`src/rtl/flash_cmd_pkg.sv`:
```
package flash_cmd_pkg;

  typedef enum logic [2:0] {
    OP_NONE,
    OP_PROG,
    OP_CHIP,
    OP_SECT,
    OP_BLK
  } opKind_e;

  // strobes from the sequence control to the datapath
  typedef struct packed {
    opKind_e kind;
    logic    setId;
    logic    setCfi;
    logic    clrMode;
  } ctlStb_t;

endpackage

```
`src/rtl/flash_cmd_ctrl.sv`:
```
module flash_cmd_ctrl
  import flash_cmd_pkg::*;
#(
  parameter int CMD_ABITS = 15
) (
  input  logic                 clk,
  input  logic                 rst_n,
  input  logic                 wrStb,
  input  logic                 busy,
  input  logic [CMD_ABITS-1:0] cmdAddr,
  input  logic [7:0]           cmdByte,
  output ctlStb_t              stb
);

  localparam logic [CMD_ABITS-1:0] KEY_ADDR_A = CMD_ABITS'('h5555);
  localparam logic [CMD_ABITS-1:0] KEY_ADDR_B = CMD_ABITS'('h2AAA);

  logic [2:0] step, nextStep;
  logic       eraseSeq, nextErase;
  logic       accept, atA, atB;

  assign accept = wrStb && !busy;
  assign atA    = (cmdAddr == KEY_ADDR_A);
  assign atB    = (cmdAddr == KEY_ADDR_B);

  always_comb begin
    nextStep    = step;
    nextErase   = eraseSeq;
    stb.kind    = OP_NONE;
    stb.setId   = 1'b0;
    stb.setCfi  = 1'b0;
    stb.clrMode = 1'b0;
    if (accept) begin
      case (step)
        3'd0: begin
          if (cmdByte == 8'hF0) stb.clrMode = 1'b1;
          else if (atA && cmdByte == 8'hAA) nextStep = 3'd1;
        end
        3'd1: nextStep = (atB && cmdByte == 8'h55) ? 3'd2 : 3'd0;
        3'd2: begin
          nextStep  = 3'd0;
          nextErase = 1'b0;
          if (atA) begin
            case (cmdByte)
              8'hA0: nextStep = 3'd3;
              8'h80: begin nextStep = 3'd3; nextErase = 1'b1; end
              8'h90: stb.setId   = 1'b1;
              8'h98: stb.setCfi  = 1'b1;
              8'hF0: stb.clrMode = 1'b1;
              default: nextStep = 3'd0;
            endcase
          end
        end
        3'd3: begin
          if (!eraseSeq) begin
            stb.kind = OP_PROG;
            nextStep = 3'd0;
          end else begin
            nextStep = (atA && cmdByte == 8'hAA) ? 3'd4 : 3'd0;
          end
        end
        3'd4: nextStep = (atB && cmdByte == 8'h55) ? 3'd5 : 3'd0;
        3'd5: begin
          nextStep = 3'd0;
          if (atA && cmdByte == 8'h10) stb.kind = OP_CHIP;
          else if (cmdByte == 8'h30)   stb.kind = OP_SECT;
          else if (cmdByte == 8'h50)   stb.kind = OP_BLK;
        end
        default: nextStep = 3'd0;
      endcase
    end
  end

  always_ff @(posedge clk) begin
    if (!rst_n) begin
      step     <= 3'd0;
      eraseSeq <= 1'b0;
    end else begin
      step     <= nextStep;
      eraseSeq <= nextErase;
    end
  end

endmodule

```
`src/rtl/flash_cmd_dp.sv`:
```
module flash_cmd_dp
  import flash_cmd_pkg::*;
#(
  parameter int                ADDR_W   = 20,
  parameter int                DATA_W   = 16,
  parameter int                SECT_LSB = 11,
  parameter int                BLK_LSB  = 15,
  parameter logic [DATA_W-1:0] ID_MFR   = DATA_W'('h00BF),
  parameter logic [DATA_W-1:0] ID_DEV   = DATA_W'('h2782)
) (
  input  logic              clk,
  input  logic              rst_n,
  input  ctlStb_t           stb,
  input  logic [ADDR_W-1:0] wrAddr,
  input  logic [DATA_W-1:0] wrData,
  input  logic [ADDR_W-1:0] rdAddr,
  output logic              progStart,
  output logic              chipStart,
  output logic              sectStart,
  output logic              blkStart,
  output logic [ADDR_W-1:0] opAddr,
  output logic [DATA_W-1:0] opData,
  output logic              idMode,
  output logic              cfiMode,
  output logic [DATA_W-1:0] rdData
);

  localparam logic [ADDR_W-1:0] SECT_MASK = {ADDR_W{1'b1}} << SECT_LSB;
  localparam logic [ADDR_W-1:0] BLK_MASK  = {ADDR_W{1'b1}} << BLK_LSB;

  always_ff @(posedge clk) begin
    if (!rst_n) begin
      progStart <= 1'b0;
      chipStart <= 1'b0;
      sectStart <= 1'b0;
      blkStart  <= 1'b0;
      opAddr    <= '0;
      opData    <= '0;
      idMode    <= 1'b0;
      cfiMode   <= 1'b0;
    end else begin
      progStart <= (stb.kind == OP_PROG);
      chipStart <= (stb.kind == OP_CHIP);
      sectStart <= (stb.kind == OP_SECT);
      blkStart  <= (stb.kind == OP_BLK);
      if (stb.kind != OP_NONE) begin
        opData <= (stb.kind == OP_PROG) ? wrData : '0;
        case (stb.kind)
          OP_PROG: opAddr <= wrAddr;
          OP_SECT: opAddr <= wrAddr & SECT_MASK;
          OP_BLK:  opAddr <= wrAddr & BLK_MASK;
          default: opAddr <= '0;
        endcase
      end
      if (stb.clrMode) begin
        idMode  <= 1'b0;
        cfiMode <= 1'b0;
      end else if (stb.setId) begin
        idMode  <= 1'b1;
        cfiMode <= 1'b0;
      end else if (stb.setCfi) begin
        idMode  <= 1'b0;
        cfiMode <= 1'b1;
      end
    end
  end

  always_comb begin
    rdData = '0;
    if (idMode && rdAddr[ADDR_W-1:1] == '0) begin
      rdData = rdAddr[0] ? ID_DEV : ID_MFR;
    end else if (cfiMode) begin
      if (rdAddr == ADDR_W'('h10))      rdData = DATA_W'('h0051);
      else if (rdAddr == ADDR_W'('h11)) rdData = DATA_W'('h0052);
      else if (rdAddr == ADDR_W'('h12)) rdData = DATA_W'('h0059);
    end
  end

endmodule

```
`src/rtl/flash_cmd_decoder.sv`:
```
module flash_cmd_decoder
  import flash_cmd_pkg::*;
#(
  parameter int ADDR_W    = 20,
  parameter int DATA_W    = 16,
  parameter int CMD_ABITS = 15,
  parameter int SECT_LSB  = 11,
  parameter int BLK_LSB   = 15
) (
  input  logic              clk,
  input  logic              rst_n,
  input  logic              wrStb,
  input  logic [ADDR_W-1:0] wrAddr,
  input  logic [DATA_W-1:0] wrData,
  input  logic              busy,
  input  logic [ADDR_W-1:0] rdAddr,
  output logic              progStart,
  output logic              chipStart,
  output logic              sectStart,
  output logic              blkStart,
  output logic [ADDR_W-1:0] opAddr,
  output logic [DATA_W-1:0] opData,
  output logic              idMode,
  output logic              cfiMode,
  output logic [DATA_W-1:0] rdData
);

  ctlStb_t stb;

  flash_cmd_ctrl #(.CMD_ABITS(CMD_ABITS)) ctrl_i (
    .clk     (clk),
    .rst_n   (rst_n),
    .wrStb   (wrStb),
    .busy    (busy),
    .cmdAddr (wrAddr[CMD_ABITS-1:0]),
    .cmdByte (wrData[7:0]),
    .stb     (stb)
  );

  flash_cmd_dp #(
    .ADDR_W   (ADDR_W),
    .DATA_W   (DATA_W),
    .SECT_LSB (SECT_LSB),
    .BLK_LSB  (BLK_LSB)
  ) dp_i (
    .clk       (clk),
    .rst_n     (rst_n),
    .stb       (stb),
    .wrAddr    (wrAddr),
    .wrData    (wrData),
    .rdAddr    (rdAddr),
    .progStart (progStart),
    .chipStart (chipStart),
    .sectStart (sectStart),
    .blkStart  (blkStart),
    .opAddr    (opAddr),
    .opData    (opData),
    .idMode    (idMode),
    .cfiMode   (cfiMode),
    .rdData    (rdData)
  );

endmodule

```
`config.mk`:
```
export PLATFORM = sky130hd
export DESIGN_NAME = flash_cmd_decoder
export DESIGN_NICKNAME = d
export VERILOG_FILES = /design/src/rtl/flash_cmd_pkg.sv /design/src/rtl/flash_cmd_ctrl.sv /design/src/rtl/flash_cmd_dp.sv /design/src/rtl/flash_cmd_decoder.sv
export SDC_FILE = /design/constraint.sdc
export NUM_CORES = 1
export LEC_CHECK = 0
export BUFFER_PORTS_ARGS = -buffer_cell sky130_fd_sc_hd__clkbuf_2
export CAP_MARGIN = 20
export CORE_MARGIN = 4
export CORE_UTILIZATION = 42
export DETAILED_ROUTE_END_ITERATION = 6
export PLACE_DENSITY = 0.86
export SYNTH_ARGS = -nofsm -noshare
export SYNTH_HDL_FRONTEND = slang
export SYNTH_SLANG_ARGS = --single-unit
```
`constraint.sdc`:
```
create_clock -name clk -period 3.1 [get_ports clk]
set_clock_uncertainty 0.2 [all_clocks]
set_input_delay 0.31 -clock clk [delete_from_list [all_inputs] [get_ports clk]]
set_output_delay 0.31 -clock clk [all_outputs]
set_load 0.02 [all_outputs]
```
==> impl_metrics.env <==
export IMPL_cpPeakStageDelay_ns=0.59
export IMPL_fmax_mhz=403
export IMPL_track_usage=0.189
export IMPL_grt_pass1_vias=2255
export IMPL_ff2ff_path_depth=6
export IMPL_layout_worst_path_cycle_share=0.800
export IMPL_grt_pass1_wl_um=10100
export IMPL_initial_core_util=0.443
export IMPL_die_area_um2=6780
export IMPL_drt_total_wl_um=6330
export IMPL_drv_slew=0
export IMPL_gp_congestion=0.939
export IMPL_fin_nets=437
export IMPL_clockRootBuffer="clkbuf_8"
export IMPL_cts_clk_slew_worst_paths_ns=0.08
export IMPL_grt_max_degree=38
export IMPL_synth_edf_count=0
export IMPL_async_flop_share=0
export IMPL_synth_ff_type="dfxtp_1"
export IMPL_io_buffers=113
export IMPL_maxSlewHeadroom=0.575
export IMPL_rows=26
export IMPL_cp_startpoint="ctrl_i.step[1]"
export IMPL_syn_area_um2=2320
export IMPL_n_fill_cell=510
export IMPL_crit_chain="nor4b_2 -> a41oi_2 -> or2_1 -> buf_4 -> nand2_1 -> a21oi_1"
export IMPL_arrival_ns=2.50
export IMPL_yosysWarningCount=0
export IMPL_dpl_hpwl_um=4810
export IMPL_pin_count=118
export IMPL_clk_path_buf_depth=2
export IMPL_reg2reg_to="dp_i.opData[6]"
export IMPL_netlist_top_cells_area="dfxtp_1, nand2_1, a21oi_1, buf_4, o2bb2ai_1"
export IMPL_maxCapViolations=0
export IMPL_cts_tree="built"
export IMPL_peakVddDrop_uv=252
export IMPL_rsz0062_at_grt="false"
export IMPL_area_delta_synth_final_pct=25.8
export IMPL_timing_rr_start="ctrl_i.step[1]"
export IMPL_antenna_cells=0
export IMPL_die_y_um=82.3
export IMPL_avgSynthCellArea_um2=8.38
export IMPL_cts_buffers=5
export IMPL_critPathMaxFanout=25
export IMPL_ant_nets=0
export IMPL_drtIter0Drc=147
export IMPL_drc=0
export IMPL_synth_seq_cells=46
export IMPL_via_count=2350
export IMPL_antenna_found_initial=0
export IMPL_clock_sinks=46
export IMPL_end_kind="flop"
export IMPL_required_ns=3.12
export IMPL_drive_above_1_share=0.359
export IMPL_coreArea_um2=5240
export IMPL_synth_top_cell_area_share=0.397
export IMPL_path_class="reg2reg"
export IMPL_cts_resized=0
export IMPL_synthDistinctLibCells=57
export IMPL_setup_viol=0
export IMPL_endpoint="dp_i.opData[6]"
export IMPL_regToRegSetupSlack_ns=0.62
export IMPL_post_cts_setup_buffer_count=0
export IMPL_cts_max_level=2
export IMPL_drt_pass1_iterations=4
export IMPL_status="finished, final reports clean"
export IMPL_yosysSeqAreaShare=0.397
export IMPL_tns_ns=0
export IMPL_synth_cells=277
export IMPL_overflow=0
export IMPL_hold_class="in2reg"
export IMPL_finish_utilization=0.557
export IMPL_wl_per_cell_um=14.2
export IMPL_worst_slew_pin_slew_ns=0.635
export IMPL_period_needed_ns=2.48
export IMPL_fp_dieW_um=82.3
export IMPL_hold_viol=0
export IMPL_leakage_uw=0.00124
export IMPL_clk_insertion_delay_late_ns=0.29
export IMPL_synth_largest_area_cell="dfxtp_1"
export IMPL_hold_buffers=0
export IMPL_crit_slowest_cell="dfxtp_1"
export IMPL_whs_path_depth=2
export IMPL_viasPerCell=5.27
export IMPL_power_density_nw_per_um2=357
export IMPL_start_kind="flop"
[Yosys cell counts (2+ instances only)]
cell type,instances
nand2_1,76
dfxtp_1,46
a21oi_1,28
buf_4,9
nor2_1,9
buf_2,8
nand3_1,7
o2bb2ai_1,5
clkbuf_1,4
nor2b_1,4
nor3_1,4
o22ai_1,4
and2_1,3
and3_1,3
and4bb_1,3
buf_6,3
nand2b_1,3
nand4b_1,3
nor3b_1,3
nor4_1,3
nor4b_1,3
a211oi_1,2
and3b_1,2
and4_1,2
inv_1,2
mux2i_1,2
nand4_1,2
nand4_2,2
nand4bb_1,2
o21a_1,2
o31ai_1,2
[stage by stage]
stage / cell area, um^2 / std cells / hold slack, ns / worst slack (ns) / power [uW]
floorplan: 2330 / 280 / 0.227 / 0.499 / 646
global placement: 2840 / 440 / 0.243 / 0.744 / 695
detailed placement: 2840 / 440 / 0.246 / 0.676 / 697
CTS: 2920 / 446 / 0.0121 / 0.642 / 1050
global route: 2920 / 446 / 0.0252 / 0.434 / 1090
finish: 2920 / 446 / 0.0201 / 0.619 / 1040
[where the power goes]
group	total [uW]	switching, uW	internal [uW]
sequential	590	0.00000290	590
combinational	94.2	54.4	39.9
clock	359	187	172
[cell families (layout without fill, tap and decap cells)]
family	Yosys count	count (layout)	synth area share
muxes	2	2	0.00863
AOI/OAI and AO/OA	54	54	0.164
buffers and inverters	26	122	0.0706
other	1	4	0.00162
and+or+nand+nor	148	148	0.358
DFF	46	46	0.397
[registers in the layout, summed over array words and instances, names as in the netlist]
name / flops
dp_i.opAddr: 20
dp_i.opData: 16
ctrl_i.step: 3
ctrl_i.eraseSeq: 1
dp_i.blkStart: 1
dp_i.cfiMode: 1
dp_i.chipStart: 1
dp_i.idMode: 1
dp_i.progStart: 1
dp_i.sectStart: 1
[final cells by class]
cell class,count,area [um^2],area share
Multi-Input combinational cell,208,1250,0.427
Sequential cell,46,921,0.315
Timing Repair Buffer,114,573,0.196
Tap cell,70,87.6,0.0300
Clock buffer,6,82.6,0.0283
Inverter,2,7.51,0.00257
[how the worst min path moves through the flow]
stage,to,start,slack [ns]
after CTS,dp_i.opAddr[19],wrAddr[19],0.01
after global routing,dp_i.opAddr[18],wrAddr[18],0.03
after detailed placement,dp_i.opAddr[0],dp_i.opAddr[0],0.25
final,dp_i.opAddr[19],wrAddr[19],0.02
after floorplan,dp_i.opAddr[15],wrAddr[15],0.23
after global placement,dp_i.opAddr[0],dp_i.opAddr[0],0.24
[placed cells by master, fill, tap and decap left out, types with 2 or more instances in the layout]
cell type	count
dfxtp_1	46
nor2_1	9
nand4_2	2
clkbuf_8	6
and2_1	3
nand4bb_1	2
conb_1	4
a21oi_1	28
and3b_1	2
nand4_1	2
a211oi_1	2
nor3b_1	3
o22ai_1	4
inv_1	2
mux2i_1	2
nor3_1	4
nor4_1	3
clkbuf_2	113
nand2_1	76
o31ai_1	2
nor4b_1	3
nand4b_1	3
nand2b_1	3
and3_1	3
and4bb_1	3
nand3_1	7
and4_1	2
o2bb2ai_1	5
o21a_1	2
nor2b_1	4
[critical path: cells and delay by family, from the launching register on]
family                 cells  cell delay (ns)
AO/OA/AOI/OAI              2             0.46
flip-flops                 1             0.59
AND/OR/NAND/NOR            3             0.76
buffers and inverters      1             0.39
[routing by layer]
metal | wire length (um) | up-vias | global-route usage
met5 | 0 | - | 0
met4 | 42 | 0 | 0.0548
met3 | 667 | 6 | 0.0510
met2 | 3140 | 116 | 0.332
met1 | 2480 | 1066 | 0.224
li1 | - | 1162 | -
Power figures use the tool's default switching activity.
